==> config.mk <==
export PLATFORM = sky130hd
export DESIGN_NAME = bcd_cal_clock
export DESIGN_NICKNAME = d
export VERILOG_FILES = /design/src/rtl/cal_pkg.sv /design/src/rtl/cal_prescaler.sv /design/src/rtl/cal_time.sv /design/src/rtl/cal_date.sv /design/src/rtl/cal_status.sv /design/src/rtl/bcd_cal_clock.sv
export SDC_FILE = /design/constraint.sdc
export NUM_CORES = 1
export LEC_CHECK = 0
export ABC_AREA = 1
export BUFFER_PORTS_ARGS = -buffer_cell sky130_fd_sc_hd__buf_2
export CAP_MARGIN = 10
export CORE_MARGIN = 2
export CORE_UTILIZATION = 55
export CTS_BUF_LIST = sky130_fd_sc_hd__clkbuf_16
export CTS_CLUSTER_SIZE = 14
export DETAILED_ROUTE_END_ITERATION = 12
export PLACE_DENSITY = 0.78
export SLEW_MARGIN = 40
export SYNTH_ARGS = -nofsm -noshare
export SYNTH_HDL_FRONTEND = slang
export SYNTH_HIERARCHICAL = 1
export SYNTH_SLANG_ARGS = --single-unit
==> constraint.sdc <==
create_clock -name clk -period 6.45 [get_ports clk]
set_input_delay 1.29 -clock clk [delete_from_list [all_inputs] [get_ports clk]]
set_output_delay 1.29 -clock clk [all_outputs]
set_load 0.01 [all_outputs]
==> src/rtl/cal_pkg.sv <==
package cal_pkg;
  localparam logic [3:0] A_SEC  = 4'd0;
  localparam logic [3:0] A_MIN  = 4'd1;
  localparam logic [3:0] A_HOUR = 4'd2;
  localparam logic [3:0] A_WDAY = 4'd3;
  localparam logic [3:0] A_MDAY = 4'd4;
  localparam logic [3:0] A_MON  = 4'd5;
  localparam logic [3:0] A_YEAR = 4'd6;
  localparam logic [3:0] A_CTL  = 4'd14;
  localparam logic [3:0] A_STAT = 4'd15;

  // plain BCD +1 on a two-digit value; callers handle their own wrap
  function automatic logic [7:0] bcd_inc(input logic [7:0] v);
    if (v[3:0] == 4'd9) return {v[7:4] + 4'd1, 4'd0};
    return v + 8'd1;
  endfunction

  // final day of a month (BCD month, BCD result)
  function automatic logic [5:0] last_day(input logic [4:0] mon, input logic leap);
    case (mon)
      5'h02:                      return leap ? 6'h29 : 6'h28;
      5'h04, 5'h06, 5'h09, 5'h11: return 6'h30;
      default:                    return 6'h31;
    endcase
  endfunction
endpackage

==> src/rtl/cal_prescaler.sv <==
module cal_prescaler #(
  parameter int DIV = 32768
) (
  input  logic clk,
  input  logic rst,
  input  logic tick_in,
  input  logic clr,
  input  logic hold,
  output logic step_o
);
  localparam int CW = (DIV > 1) ? $clog2(DIV) : 1;
  localparam logic [CW-1:0] LAST = CW'(DIV - 1);

  logic [CW-1:0] cnt;

  always_ff @(posedge clk) begin
    if (rst)          cnt <= '0;
    else if (clr)     cnt <= '0;
    else if (tick_in) cnt <= (cnt == LAST) ? '0 : cnt + 1'b1;
  end

  assign step_o = tick_in && (cnt == LAST) && !hold;

  // a step only ever follows a full count of ticks
  p_step_at_end_r2: assert property (@(posedge clk) disable iff (rst)
    step_o |=> (cnt == '0));
endmodule

==> src/rtl/cal_time.sv <==
module cal_time
  import cal_pkg::*;
(
  input  logic       clk,
  input  logic       rst,
  input  logic       step,
  input  logic       wr_en,
  input  logic [3:0] wr_addr,
  input  logic [6:0] wr_data,
  input  logic       mode24,
  output logic [6:0] sec_q,
  output logic [6:0] min_q,
  output logic [5:0] hour_q,
  output logic       day_step
);
  logic       min_step, hr_step, midnight;
  logic [6:0] sec_nx, min_nx;
  logic [5:0] hour_nx;

  assign min_step = step && (sec_q == 7'h59);
  assign hr_step  = min_step && (min_q == 7'h59);
  assign midnight = mode24 ? (hour_q == 6'h23) : (hour_q == 6'h31);
  assign day_step = hr_step && midnight;

  always_comb begin
    sec_nx = (sec_q == 7'h59) ? 7'h00 : 7'(bcd_inc({1'b0, sec_q}));
    min_nx = (min_q == 7'h59) ? 7'h00 : 7'(bcd_inc({1'b0, min_q}));
    if (mode24)
      hour_nx = (hour_q == 6'h23) ? 6'h00 : 6'(bcd_inc({2'b0, hour_q}));
    else if (hour_q[4:0] == 5'h11)
      hour_nx = {~hour_q[5], 5'h12};
    else if (hour_q[4:0] == 5'h12)
      hour_nx = {hour_q[5], 5'h01};
    else
      hour_nx = {hour_q[5], 5'(bcd_inc({3'b0, hour_q[4:0]}))};
  end

  always_ff @(posedge clk) begin
    if (rst) begin
      sec_q  <= '0;
      min_q  <= '0;
      hour_q <= '0;
    end else if (wr_en) begin
      case (wr_addr)
        A_SEC:   sec_q  <= wr_data;
        A_MIN:   min_q  <= wr_data;
        A_HOUR:  hour_q <= wr_data[5:0];
        default: ;
      endcase
    end else begin
      if (step)     sec_q  <= sec_nx;
      if (min_step) min_q  <= min_nx;
      if (hr_step)  hour_q <= hour_nx;
    end
  end

  // seconds hold without a step or write
  p_sec_hold_r2: assert property (@(posedge clk) disable iff (rst)
    (!step && !wr_en) |=> $stable(sec_q));
  // seconds wrap at 59
  p_sec_wrap_r3: assert property (@(posedge clk) disable iff (rst)
    (step && !wr_en && sec_q == 7'h59) |=> (sec_q == 7'h00));
  // 24-hour midnight wrap
  p_hour24_wrap_r4: assert property (@(posedge clk) disable iff (rst)
    (hr_step && !wr_en && mode24 && hour_q == 6'h23) |=> (hour_q == 6'h00));
  // a write loads the seconds field
  p_sec_write_r10: assert property (@(posedge clk) disable iff (rst)
    (wr_en && wr_addr == A_SEC) |=> (sec_q == $past(wr_data)));
endmodule

==> src/rtl/cal_date.sv <==
module cal_date
  import cal_pkg::*;
(
  input  logic       clk,
  input  logic       rst,
  input  logic       day_step,
  input  logic       wr_en,
  input  logic [3:0] wr_addr,
  input  logic [7:0] wr_data,
  output logic [2:0] wday_q,
  output logic [5:0] mday_q,
  output logic [4:0] month_q,
  output logic       century_q,
  output logic [7:0] year_q
);
  logic leap, mon_step, yr_step;

  // BCD year mod 4 = (2*tens + ones) mod 4
  assign leap     = (2'({year_q[4], 1'b0}) + year_q[1:0]) == 2'b00;
  assign mon_step = day_step && (mday_q == last_day(month_q, leap));
  assign yr_step  = mon_step && (month_q == 5'h12);

  always_ff @(posedge clk) begin
    if (rst) begin
      wday_q    <= '0;
      mday_q    <= 6'h01;
      month_q   <= 5'h01;
      century_q <= 1'b0;
      year_q    <= '0;
    end else if (wr_en) begin
      case (wr_addr)
        A_WDAY: wday_q <= wr_data[2:0];
        A_MDAY: mday_q <= wr_data[5:0];
        A_MON: begin
          month_q   <= wr_data[4:0];
          century_q <= wr_data[7];
        end
        A_YEAR:  year_q <= wr_data;
        default: ;
      endcase
    end else begin
      if (day_step) begin
        wday_q <= (wday_q == 3'd6) ? 3'd0 : wday_q + 3'd1;
        mday_q <= mon_step ? 6'h01 : 6'(bcd_inc({2'b0, mday_q}));
      end
      if (mon_step)
        month_q <= yr_step ? 5'h01 : 5'(bcd_inc({3'b0, month_q}));
      if (yr_step) begin
        year_q <= (year_q == 8'h99) ? 8'h00 : bcd_inc(year_q);
        if (year_q == 8'h99) century_q <= ~century_q;
      end
    end
  end

  // century toggles on the 99 -> 00 wrap
  p_century_flip_r8: assert property (@(posedge clk) disable iff (rst)
    (yr_step && !wr_en && year_q == 8'h99) |=> (century_q != $past(century_q)));
  // weekday stays in range after a date step
  p_wday_wrap_r9: assert property (@(posedge clk) disable iff (rst)
    (day_step && !wr_en && wday_q == 3'd6) |=> (wday_q == 3'd0));
endmodule

==> src/rtl/cal_status.sv <==
module cal_status
  import cal_pkg::*;
(
  input  logic       clk,
  input  logic       rst,
  input  logic       wr_en,
  input  logic [3:0] wr_addr,
  input  logic [2:0] wr_data,   // bits 6:4 of the written byte
  input  logic       osc_stop_in,
  input  logic       low_volt_in,
  output logic       mode24_q,
  output logic       osc_stop_q,
  output logic       low_volt_q
);
  logic wr_ctl, wr_stat;
  assign wr_ctl  = wr_en && (wr_addr == A_CTL);
  assign wr_stat = wr_en && (wr_addr == A_STAT);

  always_ff @(posedge clk) begin
    if (rst) begin
      mode24_q   <= 1'b1;
      osc_stop_q <= 1'b0;
      low_volt_q <= 1'b0;
    end else begin
      if (wr_ctl) mode24_q <= wr_data[1];
      osc_stop_q <= (osc_stop_q && !(wr_stat && !wr_data[0])) || osc_stop_in;
      low_volt_q <= (low_volt_q && !(wr_stat && !wr_data[2])) || low_volt_in;
    end
  end

  // flags hold unless cleared by a status write
  p_osc_sticky_r11: assert property (@(posedge clk) disable iff (rst)
    (osc_stop_q && !wr_stat) |=> osc_stop_q);
  p_lowv_set_r11: assert property (@(posedge clk) disable iff (rst)
    low_volt_in |=> low_volt_q);
  // control write selects the hour format
  p_mode_load_r12: assert property (@(posedge clk) disable iff (rst)
    wr_ctl |=> (mode24_q == $past(wr_data[1])));
endmodule

==> src/rtl/bcd_cal_clock.sv <==
module bcd_cal_clock
  import cal_pkg::*;
#(
  parameter int TICKS_PER_SEC = 32768
) (
  input  logic       clk,
  input  logic       rst,
  input  logic       tick_in,
  input  logic       wr_en,
  input  logic [3:0] wr_addr,
  input  logic [7:0] wr_data,
  input  logic       osc_stop_in,
  input  logic       low_volt_in,
  output logic [6:0] sec_q,
  output logic [6:0] min_q,
  output logic [5:0] hour_q,
  output logic [2:0] wday_q,
  output logic [5:0] mday_q,
  output logic [4:0] month_q,
  output logic       century_q,
  output logic [7:0] year_q,
  output logic       mode24_q,
  output logic       osc_stop_q,
  output logic       low_volt_q
);
  logic step, day_step;

  cal_prescaler #(.DIV(TICKS_PER_SEC)) u_pre (
    .clk(clk), .rst(rst), .tick_in(tick_in),
    .clr(wr_en && (wr_addr == A_SEC)), .hold(wr_en), .step_o(step)
  );

  cal_time u_time (
    .clk(clk), .rst(rst), .step(step), .wr_en(wr_en), .wr_addr(wr_addr),
    .wr_data(wr_data[6:0]), .mode24(mode24_q),
    .sec_q(sec_q), .min_q(min_q), .hour_q(hour_q), .day_step(day_step)
  );

  cal_date u_date (
    .clk(clk), .rst(rst), .day_step(day_step), .wr_en(wr_en),
    .wr_addr(wr_addr), .wr_data(wr_data),
    .wday_q(wday_q), .mday_q(mday_q), .month_q(month_q),
    .century_q(century_q), .year_q(year_q)
  );

  cal_status u_stat (
    .clk(clk), .rst(rst), .wr_en(wr_en), .wr_addr(wr_addr),
    .wr_data(wr_data[6:4]), .osc_stop_in(osc_stop_in), .low_volt_in(low_volt_in),
    .mode24_q(mode24_q), .osc_stop_q(osc_stop_q), .low_volt_q(low_volt_q)
  );

  // reset lands on the documented start state
  p_reset_state_r1: assert property (@(posedge clk)
    rst |=> (sec_q == 7'h00 && mday_q == 6'h01 && month_q == 5'h01 && mode24_q));
endmodule

==> impl_metrics.json <==
{
  "netlist_top_cells_area": "sky130_fd_sc_hd__dfxtp_1 (29%), sky130_fd_sc_hd__nand2_1 (14%), sky130_fd_sc_hd__nor2_1 (8.2%)",
  "maxSlewHeadroom": 0.519,
  "worst-endpoint-arrival_ns": 3.70,
  "grt_antenna_before_repair": 0,
  "diodes": 0,
  "async_flop_share": 0,
  "globalRouteOverflowTotal": 0,
  "mappedNetlistNets": 699,
  "worst-endpoint-required_ns": 6.71,
  "holdPathEnd": "u_stat/low_volt_q$_SDFF_PP0_",
  "layout-drive-gt1-share": 0.165,
  "gp_congestion": 0.958,
  "dieWidth_um": 91.4,
  "tritoncts": "built",
  "worst_clock_skew_ns": 0.00865,
  "synth-xor-area-share": 0.0354,
  "drt-vias-per-instance": 5.43,
  "final-max-slew-violation-count": 0,
  "synthMostInstantiatedCell": "sky130_fd_sc_hd__nand2_1",
  "min_path_cells": 2,
  "synth.area.mux_share": 0,
  "syn-cell-area_sq_um": 4200,
  "power.combinational.fraction": 0.122,
  "post_synth_and_or_nand_nor_area_fraction": 0.381,
  "layout-area-overhead-vs-synth_pct": 16.0,
  "worstMarginPinSlew_ns": 0.720,
  "nets": 763,
  "synth.distinct_cells": 39,
  "final-setup-viol-count": 0,
  "seq_power_share": 0.406,
  "dpl.hpwl_mm": 7.93,
  "fp.dieArea_sq_um": 8360,
  "synth.yosys.seq_area_share": 0.290,
  "worst-path-max-fanout": 8,
  "crit-reg2reg-capture": "u_date/month_q[4]$_SDFFE_PP0P_",
  "tritoncts_buffers": 9,
  "cts_max_path_bufs": 2,
  "cell_internal_pwr_mw": 0.725,
  "post-route-cell-area_sq_um": 4880,
  "route.final.wire_length_mm": 11.0,
  "drtIter0Drc": 364,
  "worst_ir_drop_vdd_mv": 0.128,
  "cts_hold_repair.buffers": 0,
  "synth-warning-count": 6,
  "min_period_ns": 3.44,
  "timing.reg2reg.setup_slack_ns": 3.52,
  "place.port_buffers": 63,
  "fp-row-count": 31,
  "n_fill_cell": 692,
  "fin_setup_tns_ns": 0,
  "library_cell_used_as_clock_root_buffer": "sky130_fd_sc_hd__clkbuf_16",
  "global_route_wire_length_before_repair_mm": 18.1,
  "min-delay-path-class": "flip-flop to flip-flop",
  "report.final.hold_viol_count": 0,
  "p_per_area_nw_per_um2": 204,
  "synthFlopType": "sky130_fd_sc_hd__dfxtp_1",
  "dr_total_vias": 4521,
  "timing.max_cap.violations": 0,
  "coreArea_sq_um": 7330,
  "origin_of_the_worst_min_delay_path": "u_stat/low_volt_q$_SDFF_PP0_",
  "crit_path_end_kind": "flip-flop",
  "final_critical_path_setup_slack_ns": 3.01,
  "router_iterations_before_antenna_repair": 8,
  "r2r.worst_path.cells": 19,
  "synth-edff-count": 0,
  "critical_path.startpoint_type": "input pin",
  "clock-sinks": 61,
  "place_worst_setup_slack_ns": 2.78,
  "setup_repair_bufs_after_cts": 0,
  "worst_skew_pair.late_latency_ns": 0.33,
  "switching_share": 0.272,
  "globalRouteTotalUtil": 0.264,
  "cts_resized": 0,
  "cts.clk_slew.worst_paths_ns": 0.05,
  "critical_path.reg2reg.startpoint": "u_pre/cnt[0]$_SDFFE_PP0P_",
  "power.net_switching_mw": 0.271,
  "drt_drc_violations_left": 0,
  "grt_start_max_net_pins": 38,
  "power.clock.fraction": 0.472,
  "synth_commonest_cells": "sky130_fd_sc_hd__nand2_1 (159), sky130_fd_sc_hd__nor2_1 (92), sky130_fd_sc_hd__inv_1 (90)",
  "initial_utilization": 0.573,
  "synth_fa_ha_area_frac": 0.0506,
  "placement.cell_area_sq_um": 4580,
  "dieHeight_um": 91.4,
  "ys_ff_latch": 61,
  "grt_setup_unrepaired": "false",
  "timing.critical_path.from": "tick_in",
  "postRouteAntennaNets": 0,
  "area_share_of_the_largest_cell_type_after_synthesis": 0.290,
  "avgSynthCellArea_sq_um": 6.33,
  "num_io_pins": 64,
  "p_leak_nw": 2.46,
  "grt_pass1_vias": 3968,
  "detail_route.wl_per_cell_um": 13.2,
  "yosys.area.top_type": "sky130_fd_sc_hd__dfxtp_1",
  "critical_path_class": "input pin to flip-flop",
  "synth_top_family_by_area": "simple AND/OR/NAND/NOR gates",
  "area_fraction_in_compound_gates_after_synthesis": 0.138,
  "result_of_the_run": "finished clean",
  "post_synth_inst_count": 664,
  "final_min_period_over_clock_period": 0.533,
  "htree_num_levels": 3,
  "maxClockFrequency_ghz": 0.291
}
[cells by family (layout without fill, tap and decap cells)]
family | after synthesis | in the layout
AND/OR/NAND/NOR | 354 | 354
adder cells (fa/ha/maj) | 17 | 17
buffers and inverters | 111 | 180
AO/OA/AOI/OAI | 104 | 104
flip-flops | 61 | 61
XOR/XNOR | 17 | 17
[power by group through the flow]
stage                     sequential, mW  clock [mW]  combinational (mW)
final                              0.404       0.470               0.121
after CTS                          0.404       0.477               0.119
after floorplan                    0.413           0              0.0772
after global placement             0.411           0               0.115
after detailed placement           0.412           0               0.118
after global routing               0.406       0.493               0.136
[cell usage in the layout, fill, tap and decap left out, types with 2 or more instances in the layout]
| cell | Yosys | routed |
|---|---|---|
| sky130_fd_sc_hd__nand3_1 | 52 | 52 |
| sky130_fd_sc_hd__inv_1 | 90 | 91 |
| sky130_fd_sc_hd__nand3_2 | 4 | 4 |
| sky130_fd_sc_hd__o21ai_0 | 50 | 50 |
| sky130_fd_sc_hd__nand4_1 | 14 | 14 |
| sky130_fd_sc_hd__nand3b_1 | 3 | 3 |
| sky130_fd_sc_hd__nor3_1 | 4 | 4 |
| sky130_fd_sc_hd__inv_2 | 9 | 9 |
| sky130_fd_sc_hd__a31oi_1 | 6 | 6 |
| sky130_fd_sc_hd__clkbuf_16 | 0 | 9 |
| sky130_fd_sc_hd__ha_1 | 17 | 17 |
| sky130_fd_sc_hd__nand2_2 | 8 | 8 |
| sky130_fd_sc_hd__buf_2 | 3 | 63 |
| sky130_fd_sc_hd__nand2_1 | 159 | 159 |
| sky130_fd_sc_hd__nand3_4 | 2 | 2 |
| sky130_fd_sc_hd__a21oi_1 | 35 | 35 |
| sky130_fd_sc_hd__nor2_2 | 7 | 7 |
| sky130_fd_sc_hd__clkinv_1 | 2 | 3 |
| sky130_fd_sc_hd__nor2_4 | 6 | 6 |
| sky130_fd_sc_hd__xor2_1 | 9 | 9 |
| sky130_fd_sc_hd__nor2_1 | 92 | 92 |
| sky130_fd_sc_hd__nand2_4 | 2 | 2 |
| sky130_fd_sc_hd__dfxtp_1 | 61 | 61 |
| sky130_fd_sc_hd__a22oi_1 | 2 | 2 |
| sky130_fd_sc_hd__xnor2_1 | 8 | 8 |
| sky130_fd_sc_hd__clkinv_4 | 0 | 2 |
[area by class of cell]
cell class	count	area, sq um	area share
clock buffer	9	225	0.0462
clock inverter	7	67.6	0.0139
inverter	101	379	0.0778
multi-input combinational	492	2540	0.522
sequential	61	1220	0.250
tap	99	124	0.0254
timing repair buffer	63	315	0.0647
[layer usage]
metal	global-route usage	up-vias	wire, um
met2	0.426	190	5070
met1	0.347	2048	4830
li1	-	2256	-
met5	0	-	0
met4	0.114	0	245
met3	0.0407	27	863
[registers in the layout (all words and copies together), names as in the netlist]
name and cells:
u_date/month_q 5, u_time/hour_q 6, u_date/century_q 1, u_stat/mode24_q 1, u_pre/cnt 15, u_date/wday_q 3, u_time/min_q 7, u_stat/osc_stop_q 1
u_date/year_q 8, u_time/sec_q 7, u_date/mday_q 6, u_stat/low_volt_q 1
[critical path: stages]
cell                      delay (ns)
sky130_fd_sc_hd__buf_2          0.14
sky130_fd_sc_hd__nand2_2        0.09
sky130_fd_sc_hd__nor2_4         0.17
sky130_fd_sc_hd__nand2_4        0.10
sky130_fd_sc_hd__nor2_4         0.13
sky130_fd_sc_hd__inv_1          0.05
sky130_fd_sc_hd__nor2_1         0.14
sky130_fd_sc_hd__nand4_1        0.11
sky130_fd_sc_hd__a21oi_1        0.26
sky130_fd_sc_hd__nand2_1        0.11
sky130_fd_sc_hd__nor3_1         0.18
sky130_fd_sc_hd__nand3_1        0.11
sky130_fd_sc_hd__nor2_2         0.12
sky130_fd_sc_hd__nand3_2        0.11
sky130_fd_sc_hd__nand2_4        0.12
sky130_fd_sc_hd__nand2_1        0.18
sky130_fd_sc_hd__nand2_1        0.11
sky130_fd_sc_hd__nand2_1        0.06
sky130_fd_sc_hd__nor2_1         0.12
[how the worst max path moves through the flow]
stage	to	slack (ns)	cells after the start
after floorplan	u_date/year_q[0]$_SDFFE_PP0P_	3.28	18
after global placement	u_date/month_q[3]$_SDFFE_PP0P_	2.91	18
after detailed placement	u_date/month_q[2]$_SDFFE_PP0P_	2.78	18
after CTS	u_date/month_q[2]$_SDFFE_PP0P_	3.06	18
after global routing	u_date/month_q[4]$_SDFFE_PP0P_	2.71	19
final	u_date/month_q[4]$_SDFFE_PP0P_	3.01	19
[per-stage QoR]
step | hold slack (ns) | power [mW] | util | cells
3_3_place_gp | 0.452 | 0.526 | 0.625 | 816
2_1_floorplan | 0.475 | 0.491 | - | 664
5_1_grt | 0.496 | 1.03 | 0.665 | 832
3_5_place_dp | 0.456 | 0.530 | 0.625 | 816
6_report | 0.460 | 0.996 | 0.665 | 832
4_1_cts | 0.464 | 1.00 | 0.665 | 832
Power figures use the tool's default switching activity.
